<file path="src/rtl/nco_iq_mixer.sv">
module nco_iq_mixer #(
  parameter int DW = 10,
  parameter int FW = 32,
  parameter int PW = 16
) (
  input  logic                 clk,
  input  logic                 rst_n,
  input  logic                 nco_en,
  input  logic [2:0]           mode,
  input  logic [FW-1:0]        ftw,
  input  logic [PW-1:0]        phase_ofs,
  input  logic                 in_vld,
  input  logic signed [DW-1:0] in_i,
  input  logic signed [DW-1:0] in_q,
  output logic                 out_vld,
  output logic signed [DW-1:0] out_a,
  output logic signed [DW-1:0] out_b
);
  localparam int AW = 6;
  localparam int CW = 16;
  localparam int XW = DW + CW + 1;
  localparam logic signed [XW-1:0] HALF = XW'(1 << (CW - 2));
  localparam logic signed [XW-1:0] MAXV = XW'((1 << (DW - 1)) - 1);
  localparam logic signed [XW-1:0] MINV = -XW'(1 << (DW - 1));

  logic [FW-1:0] acc;
  logic [PW-1:0] ph;
  logic [AW-1:0] idx;
  logic          mix, lsb;

  assign ph  = acc[FW-1 -: PW] + phase_ofs;
  assign idx = ph[PW-1 -: AW];
  assign lsb = (mode == 3'b010);
  assign mix = nco_en && (mode == 3'b001 || lsb);

  always_ff @(posedge clk or negedge rst_n)
    if (!rst_n)       acc <= '0;
    else if (!nco_en) acc <= '0;
    else if (in_vld)  acc <= acc + ftw;

  function automatic logic signed [CW-1:0] qsin(input logic [AW-1:0] a);
    logic [4:0] f;
    logic signed [CW-1:0] m;
    f = a[4] ? 5'd16 - {1'b0, a[3:0]} : {1'b0, a[3:0]};
    case (f)
      5'd0:  m = 16'sd0;
      5'd1:  m = 16'sd3212;
      5'd2:  m = 16'sd6393;
      5'd3:  m = 16'sd9512;
      5'd4:  m = 16'sd12539;
      5'd5:  m = 16'sd15446;
      5'd6:  m = 16'sd18204;
      5'd7:  m = 16'sd20787;
      5'd8:  m = 16'sd23170;
      5'd9:  m = 16'sd25329;
      5'd10: m = 16'sd27245;
      5'd11: m = 16'sd28898;
      5'd12: m = 16'sd30273;
      5'd13: m = 16'sd31356;
      5'd14: m = 16'sd32137;
      5'd15: m = 16'sd32609;
      default: m = 16'sd32767;
    endcase
    return a[5] ? -m : m;
  endfunction

  logic                 s1_vld, s1_mix;
  logic signed [DW-1:0] s1_i, s1_q;
  logic signed [CW-1:0] s1_sin, s1_cos;

  always_ff @(posedge clk or negedge rst_n)
    if (!rst_n) begin
      s1_vld <= 1'b0; s1_mix <= 1'b0;
      s1_i <= '0; s1_q <= '0; s1_sin <= '0; s1_cos <= '0;
    end else begin
      s1_vld <= in_vld;
      if (in_vld) begin
        s1_mix <= mix;
        s1_i   <= in_i;
        s1_q   <= in_q;
        s1_sin <= lsb ? -qsin(idx) : qsin(idx);
        s1_cos <= qsin(idx + AW'(16));
      end
    end

  logic signed [XW-1:0] xi, xq, xs, xc, pa, pb, ra, rb;
  assign xi = {{(XW-DW){s1_i[DW-1]}}, s1_i};
  assign xq = {{(XW-DW){s1_q[DW-1]}}, s1_q};
  assign xs = {{(XW-CW){s1_sin[CW-1]}}, s1_sin};
  assign xc = {{(XW-CW){s1_cos[CW-1]}}, s1_cos};
  assign pa = xi * xc - xq * xs;
  assign pb = xi * xs + xq * xc;
  assign ra = (pa + HALF) >>> (CW - 1);
  assign rb = (pb + HALF) >>> (CW - 1);

  function automatic logic signed [DW-1:0] sat(input logic signed [XW-1:0] v);
    if (v > MAXV)      return MAXV[DW-1:0];
    else if (v < MINV) return MINV[DW-1:0];
    else               return v[DW-1:0];
  endfunction

  always_ff @(posedge clk or negedge rst_n)
    if (!rst_n) begin
      out_vld <= 1'b0; out_a <= '0; out_b <= '0;
    end else begin
      out_vld <= s1_vld;
      if (s1_vld) begin
        out_a <= s1_mix ? sat(ra) : s1_i;
        out_b <= s1_mix ? sat(rb) : s1_q;
      end
    end
endmodule

</file>
<file path="config.mk">
export PLATFORM = sky130hd
export DESIGN_NAME = nco_iq_mixer
export DESIGN_NICKNAME = d
export VERILOG_FILES = /design/src/rtl/nco_iq_mixer.sv
export SDC_FILE = /design/constraint.sdc
export NUM_CORES = 2
export LEC_CHECK = 0
export BUFFER_PORTS_ARGS = -buffer_cell sky130_fd_sc_hd__clkbuf_2
export CAP_MARGIN = 20
export CORE_MARGIN = 2
export CORE_UTILIZATION = 55
export CTS_CLUSTER_SIZE = 20
export DETAILED_ROUTE_END_ITERATION = 7
export PLACE_DENSITY = 0.86
export SYNTH_ARGS = -nofsm -noshare
export SYNTH_HDL_FRONTEND = slang
export SYNTH_SLANG_ARGS = --single-unit
</file>
<file path="constraint.sdc">
create_clock -name clk -period 7.1 [get_ports clk]
set_clock_uncertainty 0.05 [all_clocks]
set_input_delay 1.42 -clock clk [delete_from_list [all_inputs] [get_ports clk]]
set_output_delay 1.42 -clock clk [all_outputs]
set_load 0.02 [all_outputs]
</file>
# Word level (Yosys, flattened, before mapping)
# Memory sizes are Yosys's and may differ from the RTL's.
# Cells that the tools add are included.
[classes] multipliers=4 n_reduce_logical=2 eq_ne=3 mux=20 n_addsub=13 n_lt_le_gt_ge=4
[op_table] cell="16-bit 2-to-1 mux" n=10
[op_table] cell="10-bit by 16-bit multiplier with 26-bit output" n=4
[op_table] cell="32-bit 2-to-1 mux" n=2
[op_table] cell="16-bit negator" n=4
[op_table] cell="10-bit 2-to-1 mux" n=6
[op_table] cell="27-bit by 16-bit adder with 27-bit output, second input constant" n=2
[op_table] cell="32-bit adder" n=1
[op_table] cell="26-bit by 26-bit adder with 27-bit output" n=1
[op_table] cell="26-bit by 26-bit subtractor with 27-bit output" n=1
[op_table] cell="12-bit by 10-bit greater-than comparator with 1-bit output, second input constant" n=2
[op_table] cell="12-bit by 10-bit less-than comparator with 1-bit output, second input constant" n=2
[op_table] cell="16-bit adder" n=1
[op_table] cell="5-bit 2-to-1 mux" n=2
[op_table] cell="5-bit by 4-bit subtractor with 5-bit output, first input constant" n=2
[op_table] cell="6-bit by 5-bit adder with 6-bit output, second input constant" n=1
[op_table] cell="3-bit by 1-bit equality test with 1-bit output, second input constant" n=1
[op_table] cell="3-bit by 2-bit equality test with 1-bit output, second input constant" n=1
[op_table] cell="2-bit by 1-bit inequality test with 1-bit output, second input constant" n=1
[op_table] cell="1-bit logical AND" n=1
[op_table] cell="1-bit logical OR" n=1
[word_totals] rom_bits=720 memories=3 register_bits=107 wordCells=59 inputBits=75
[mem_list] memory="(no name shown)" words=16 word_bits=15 read_ports=1 rd_clocked_by_memory_dff=0 write_ports=0 line="45" text="case (f)"
[mem_list] memory="(no name shown)" words=16 word_bits=15 read_ports=1 rd_clocked_by_memory_dff=0 write_ports=0 line="45"
[mem_list] memory="(no name shown)" words=16 word_bits=15 read_ports=1 rd_clocked_by_memory_dff=0 write_ports=0 line="45"

# Depth between registers and ports, before layout
# An unclocked memory read counts as a cell.
[logic_depth] word_depth=10 depth_mapped=30

# Worst setup path after synthesis
# OpenSTA, ideal clock, no wires.
[synth_timing] path_kind="reg2reg" start="register s1_i[6]" end="register out_a[0]" t_required_ps=6889 path_stages_with_launch=26 setup_time_ps=161 synth_period_minus_slack_ps=7542 arrival_time_ps=7330 path_slack_ps=-442 path_cell_list="dfrtp_1 > clkbuf_1 > nand2_1 > fa_1 > fa_1 > fa_1 > inv_1 > fa_1 > fa_1 > fa_1 > inv_1 > fa_1 > inv_1 > ha_1 > a21o_1 > a2111oi_0 > a21oi_1 > o21ba_2 > o211ai_1 > a41oi_1 > o21ai_0 > o32ai_1 > nor2_1 > a31o_2 > a31oi_1 > a221oi_1"
[synth_via] elab_chain_cells=7
[synth_lines] element="from (decl)" line="68" text="logic signed [DW-1:0] s1_i, s1_q;"
[synth_lines] element="from (signal assigned)" line="79" text="s1_i <= in_i;"
[synth_lines] element="10-bit by 16-bit multiplier with 26-bit output (*)" line="91" text="assign pa = xi * xc - xq * xs;"
[synth_lines] element="26-bit by 26-bit subtractor with 27-bit output (*)" line="91"
[synth_lines] element="27-bit by 16-bit adder with 27-bit output (*)" line="93" text="assign ra = (pa + HALF) >>> (CW - 1);"
[synth_lines] element="12-bit by 10-bit less-than comparator with 1-bit output" line="98" text="else if (v < MINV) return MINV[DW-1:0];"
[synth_lines] element="10-bit 2-to-1 mux" line="98"
[synth_lines] element="10-bit 2-to-1 mux (*)" line="97" text="if (v > MAXV) return MAXV[DW-1:0];"
[synth_lines] element="10-bit 2-to-1 mux (*)" line="108" text="out_a <= s1_mix ? sat(ra) : s1_i;"
[synth_lines] element="to (signal assigned)" line="108"
[synth_lines] element="to (decl)" line="16" text="output logic signed [DW-1:0] out_a,"
# Every way passes the cells marked *; elsewhere a longest branch is shown, timed or not.
# A chain may end at the register's enable or synchronous reset.

# Worst setup path in the final report
[layout_timing] start="register s1_cos[6]" end="register out_a[0]"
[layout_via] elab_chain_cells=7
[layout_lines] element="from (decl)" line="69" text="logic signed [CW-1:0] s1_sin, s1_cos;"
[layout_lines] element="from (signal assigned)" line="82" text="s1_cos <= qsin(idx + AW'(16));"
[layout_lines] element="10-bit by 16-bit multiplier with 26-bit output (*)" line="91"
[layout_lines] element="26-bit by 26-bit subtractor with 27-bit output (*)" line="91"
[layout_lines] element="27-bit by 16-bit adder with 27-bit output (*)" line="93"
[layout_lines] element="12-bit by 10-bit less-than comparator with 1-bit output" line="98"
[layout_lines] element="10-bit 2-to-1 mux" line="98"
[layout_lines] element="10-bit 2-to-1 mux (*)" line="97"
[layout_lines] element="10-bit 2-to-1 mux (*)" line="108"
# Marked as above.

==> impl_results.html <==
<table>
<tr><th>Metric</th><th>Value</th></tr>
<tr><th colspan="2">Logic synthesis</th></tr>
<tr><td>Average cell area after synthesis</td><td>between 9 and 10 um^2</td></tr>
<tr><td>Synthesized area</td><td>0.03234 mm^2</td></tr>
<tr><td>Share of synthesized area occupied by flip-flops and latches</td><td>about 8.3%</td></tr>
<tr><td>#FFs+latches synth</td><td>107</td></tr>
<tr><td>Synth async-reset ratio</td><td>100.0%</td></tr>
<tr><td>Number of enable-type register cells in the synthesized netlist</td><td>0</td></tr>
<tr><td>Number of synthesis warnings</td><td>0</td></tr>
<tr><td>Synth top area share</td><td>around 41%</td></tr>
<tr><td>Top post-synthesis cells by area</td><td>sky130_fd_sc_hd__fa_1, sky130_fd_sc_hd__ha_1, sky130_fd_sc_hd__inv_1</td></tr>
<tr><td>Count of distinct cell types in the synthesized netlist</td><td>95</td></tr>
<tr><td>Number of nets produced by synthesis</td><td>4578</td></tr>
<tr><td>Biggest area consumer among synthesized cells</td><td>sky130_fd_sc_hd__fa_1</td></tr>
<tr><td>Main synth FF type</td><td>sky130_fd_sc_hd__dfrtp_1</td></tr>
<tr><td>Gate count after technology mapping</td><td>3584</td></tr>
<tr><th colspan="2">Global route</th></tr>
<tr><td>Vias in the first global route</td><td>28150</td></tr>
<tr><td>Global-route wire length before repair</td><td>143700 um</td></tr>
<tr><td>Tot GR Track Use</td><td>30.11%</td></tr>
<tr><td>Global route total overflow</td><td>0</td></tr>
<tr><td>Pin count of the biggest net entering global routing</td><td>69</td></tr>
<tr><td>Antenna violations before repair</td><td>2</td></tr>
<tr><th colspan="2">Worst setup path</th></tr>
<tr><td>Worst R2R Setup Slack</td><td>-260 ps</td></tr>
<tr><td>Slowest stage cell on the critical path</td><td>sky130_fd_sc_hd__fa_2</td></tr>
<tr><td>Most numerous cell on the critical path</td><td>sky130_fd_sc_hd__fa_1</td></tr>
<tr><td>Worst-case reg-to-reg path depth</td><td>25</td></tr>
<tr><td>Worst r2r dst</td><td>out_a[0]$_DFFE_PN0P_</td></tr>
<tr><td>Max stage delay on crit path</td><td>610 ps</td></tr>
<tr><td>Kind of critical path</td><td>reg -&gt; reg</td></tr>
<tr><td>Crit-path max FO</td><td>9</td></tr>
<tr><td>Reg2Reg Launch Point</td><td>s1_cos[6]$_DFFE_PN0P_</td></tr>
<tr><td>CP Launch Type</td><td>flop</td></tr>
<tr><td>Worst EP required</td><td>about 7300 ps</td></tr>
<tr><td>Arrival time at the worst endpoint</td><td>~7600 ps</td></tr>
<tr><td>Capturing element type of the critical path</td><td>flop</td></tr>
<tr><th colspan="2">Clocking</th></tr>
<tr><td>Clock tree from TritonCTS</td><td>done</td></tr>
<tr><td>Number of buffers inserted by hold repair at cts</td><td>0</td></tr>
<tr><td>Buffer levels on the longest clock path</td><td>2</td></tr>
<tr><td>Number of buffers added by the clock tree synthesis step</td><td>9</td></tr>
<tr><td>Number of clock sinks seen by CTS</td><td>107</td></tr>
<tr><td>Number of H-tree levels</td><td>3</td></tr>
<tr><td>Clk root buf</td><td>sky130_fd_sc_hd__clkbuf_16</td></tr>
<tr><td>Clk Latency, worst-skew pair</td><td>420 ps</td></tr>
<tr><td>Clk slew on worst S/H paths</td><td>90 ps</td></tr>
<tr><th colspan="2">Detailed routing</th></tr>
<tr><td>Via count of the routed design</td><td>about 26000</td></tr>
<tr><td>Remaining design rule violation count</td><td>0</td></tr>
<tr><td>Routed vias/inst</td><td>5.683</td></tr>
<tr><td>Drt total wl</td><td>between 80000 and 90000 um</td></tr>
<tr><td>Remaining number of nets flagged by the antenna check after routing</td><td>0</td></tr>
<tr><td>Drt first-iter violations</td><td>2178</td></tr>
<tr><td>Drt pass-1 iters</td><td>6</td></tr>
<tr><td>Routed wire per std cell</td><td>19.33 um</td></tr>
<tr><th colspan="2">STA</th></tr>
<tr><td>Upper clock frequency limit</td><td>135.9 MHz</td></tr>
<tr><td>Hold Violations, Final</td><td>0</td></tr>
<tr><td>Final-report setup violation count</td><td>19</td></tr>
<tr><td>Number of max-slew violations in the final report</td><td>0</td></tr>
<tr><td>Tmin final</td><td>7358 ps</td></tr>
<tr><td>Crit share post-route</td><td>103.6%</td></tr>
<tr><td>Slew HR</td><td>35.09%</td></tr>
<tr><td>Transition at the pin with the smallest max-transition slack</td><td>966.8 ps</td></tr>
<tr><td>Unrepaired setup endpoints after global routing</td><td>yes</td></tr>
<tr><td>Post-layout worst setup margin</td><td>-257.7 ps</td></tr>
<tr><th colspan="2">Layout</th></tr>
<tr><td>Area of the multi-input gates</td><td>0.02644 mm^2</td></tr>
<tr><td>Fraction of final layout cells sized beyond drive strength 1</td><td>between 15 and 20%</td></tr>
<tr><td>Synthesis-to-layout area growth</td><td>12.78%</td></tr>
<tr><td>Final design utilization</td><td>62.98%</td></tr>
<tr><td># nets final</td><td>4801</td></tr>
<tr><td>Sequential Area</td><td>0.002711 mm^2</td></tr>
<tr><td>Filler cells</td><td>between 4000 and 5000</td></tr>
<tr><td>Final design instance area without fill</td><td>0.03648 mm^2</td></tr>
<tr><th colspan="2">Floorplanning</th></tr>
<tr><td>Starting utilization of the core area</td><td>55.85%</td></tr>
<tr><td>Ports placed on the boundary</td><td>96</td></tr>
<tr><td>Die span in x</td><td>246.5 um</td></tr>
<tr><td>Core ar.</td><td>0.05792 mm^2</td></tr>
<tr><td>Die extent in y</td><td>246.5 um</td></tr>
<tr><td>Placement row count</td><td>between 80 and 90</td></tr>
<tr><td>Total die area</td><td>around 0.06 mm^2</td></tr>
<tr><th colspan="2">Placed design</th></tr>
<tr><td>Final estimated routing congestion in global placement</td><td>around 0.95</td></tr>
<tr><td>Post-placement cell area</td><td>0.03526 mm^2</td></tr>
<tr><td>Placed wire-length estimate after detailed placement</td><td>approximately 68000 um</td></tr>
<tr><td>Port buffer count</td><td>95</td></tr>
<tr><td>Pre-CTS setup slack</td><td>-526.5 ps</td></tr>
<tr><th colspan="2">Worst hold path</th></tr>
<tr><td>Worst min-delay path startpoint</td><td>acc[2]$_DFFE_PN0P_</td></tr>
<tr><td>Capture endpoint of the worst hold path</td><td>acc[2]$_DFFE_PN0P_</td></tr>
<tr><td>Worst Hold Class</td><td>reg -&gt; reg</td></tr>
<tr><td>Cell depth of the worst hold path</td><td>1</td></tr>
<tr><th colspan="2">Run status</th></tr>
<tr><td>Violations in the final reports</td><td>setup timing</td></tr>
<tr><td>Run status</td><td>complete, but fails checks</td></tr>
<tr><th colspan="2">Flow run</th></tr>
<tr><td>Number of max-capacitance violations reported</td><td>0</td></tr>
</table>
==> flip-flops by register name (all words and copies together) (netlist names) <==
signal   flops
out_a       10
s1_vld       1
acc         32
s1_mix       1
s1_i        10
s1_q        10
s1_sin      16
out_b       10
out_vld      1
s1_cos      16
==> synth_stat cells, types with 5 or more instances <==
cell type                    n
sky130_fd_sc_hd__buf_2       9
sky130_fd_sc_hd__dfrtp_1   107
sky130_fd_sc_hd__nand4_1    15
sky130_fd_sc_hd__a211o_1     9
sky130_fd_sc_hd__nand2b_1   35
sky130_fd_sc_hd__a21oi_1    89
sky130_fd_sc_hd__ha_1      251
sky130_fd_sc_hd__xnor2_1    96
sky130_fd_sc_hd__nand3_1    29
sky130_fd_sc_hd__xor2_1     31
sky130_fd_sc_hd__nor2b_1    33
sky130_fd_sc_hd__clkbuf_1  155
sky130_fd_sc_hd__or4_1       5
sky130_fd_sc_hd__o22ai_1     8
sky130_fd_sc_hd__o211a_1     5
sky130_fd_sc_hd__nor3_1     23
sky130_fd_sc_hd__nand2_1   374
sky130_fd_sc_hd__fa_1      668
sky130_fd_sc_hd__a31oi_1    25
sky130_fd_sc_hd__o211ai_1   15
sky130_fd_sc_hd__o21a_1     13
sky130_fd_sc_hd__buf_1       6
sky130_fd_sc_hd__or3_1       7
sky130_fd_sc_hd__o221ai_1    6
sky130_fd_sc_hd__o21ai_0    50
sky130_fd_sc_hd__mux2i_1    31
sky130_fd_sc_hd__a221oi_1   21
sky130_fd_sc_hd__a311oi_1    5
sky130_fd_sc_hd__a211oi_1   14
sky130_fd_sc_hd__o21bai_1   10
sky130_fd_sc_hd__and2_1    300
sky130_fd_sc_hd__a21o_1     23
sky130_fd_sc_hd__nor2_1    169
sky130_fd_sc_hd__and3_1      8
sky130_fd_sc_hd__inv_1     799
sky130_fd_sc_hd__o31ai_1    11
sky130_fd_sc_hd__mux2_2     37
==> logic make-up (layout without fill, tap and decap cells) <==
family / after synthesis / after routing / synth area share (%)
AND/OR/NAND/NOR: 1029 / 1029 / 15.77
buffers and inverters: 976 / 1203 / 11.49
flip-flops: 107 / 107 / 8.279
XOR/XNOR: 127 / 127 / 3.439
adder cells (fa/ha/maj): 919 / 919 / 51.06
AO/OA/AOI/OAI: 356 / 357 / 7.602
multiplexers: 70 / 70 / 2.364
other: 0 / 1 / 0
==> layout by cell type (no fill, tap or decap), drive strengths merged, types with 22 or more instances in the layout <==
master	synthesis	final
inv	799	802
and2	300	300
a221oi	22	22
nand2b	35	35
a21o	26	26
mux2i	31	31
nor2	169	169
nor3	25	25
fa	668	668
mux2	38	38
xnor2	96	96
nand2	374	374
a21oi	91	91
clkbuf	155	104
xor2	31	31
dfrtp	107	107
buf	21	292
nand3	29	29
nor2b	33	33
ha	251	251
o21ai	55	55
a31oi	25	26
==> what timing repair did <==
action | 4_1_cts | 5_1_grt
cloned | 2 | 1
pin swaps | 30 | 59
setup endpoints to repair | 20 | 21
resized for setup | 54 | 103
setup buffers | 18 | 21
==> per-stage QoR <==
step                hold WS, ps  instances  TNS, ps
floorplan                 358.1       3584        0
global placement          446.7       4519    -4864
detailed placement        461.2       4519    -8997
CTS                       482.4       4555    -2932
global route              509.0       4578    -7864
finish                    484.4       4578    -4127
==> worst max-delay path, delay by kind of cell (launching register included) <==
family / cells / cell delay (ps)
flops: 1 / 410
buf+inv: 6 / 690
simple gates: 4 / 470
fa+ha+maj: 8 / 3870
compound gates: 7 / 1720
==> how the worst max path moves through the flow <==
stage / start / end / slack, ps / cells past startpoint
6_report: s1_cos[6]$_DFFE_PN0P_ / out_a[0]$_DFFE_PN0P_ / -260 / 25
5_1_grt: s1_q[3]$_DFFE_PN0P_ / out_a[0]$_DFFE_PN0P_ / -440 / 26
4_1_cts: s1_q[3]$_DFFE_PN0P_ / out_a[4]$_DFFE_PN0P_ / -180 / 26
3_5_place_dp: s1_i[4]$_DFFE_PN0P_ / out_a[4]$_DFFE_PN0P_ / -530 / 25
3_3_place_gp: s1_i[4]$_DFFE_PN0P_ / out_b[1]$_DFFE_PN0P_ / -280 / 25
2_1_floorplan: s1_i[9]$_DFFE_PN0P_ / out_b[6]$_DFFE_PN0P_ / 10 / 26
==> per-layer routing <==
layer  GRT usage, %  wire length (um)  vias up
met3          4.847              6966      375
met5              0                15        -
met2          50.08             42360     1302
met4          16.87              6473        2
met1          37.45             32680    13010
li1               -                 -    11340
==> area by class of cell <==
type	instances	share of cell area (%)
Timing Repair Buffer	387	8.349
Tap cell	765	2.624
Sequential cell	107	7.433
Clock inverter	7	0.2573
Inverter	800	8.236
Clock buffer	9	0.6174
Antenna cell	1	0.006860
Multi-Input combinational cell	2502	72.48
Power is left out: the tool's default activity adds up to more than one toggle a clock period on the data nets, which glitch-free logic cannot reach.
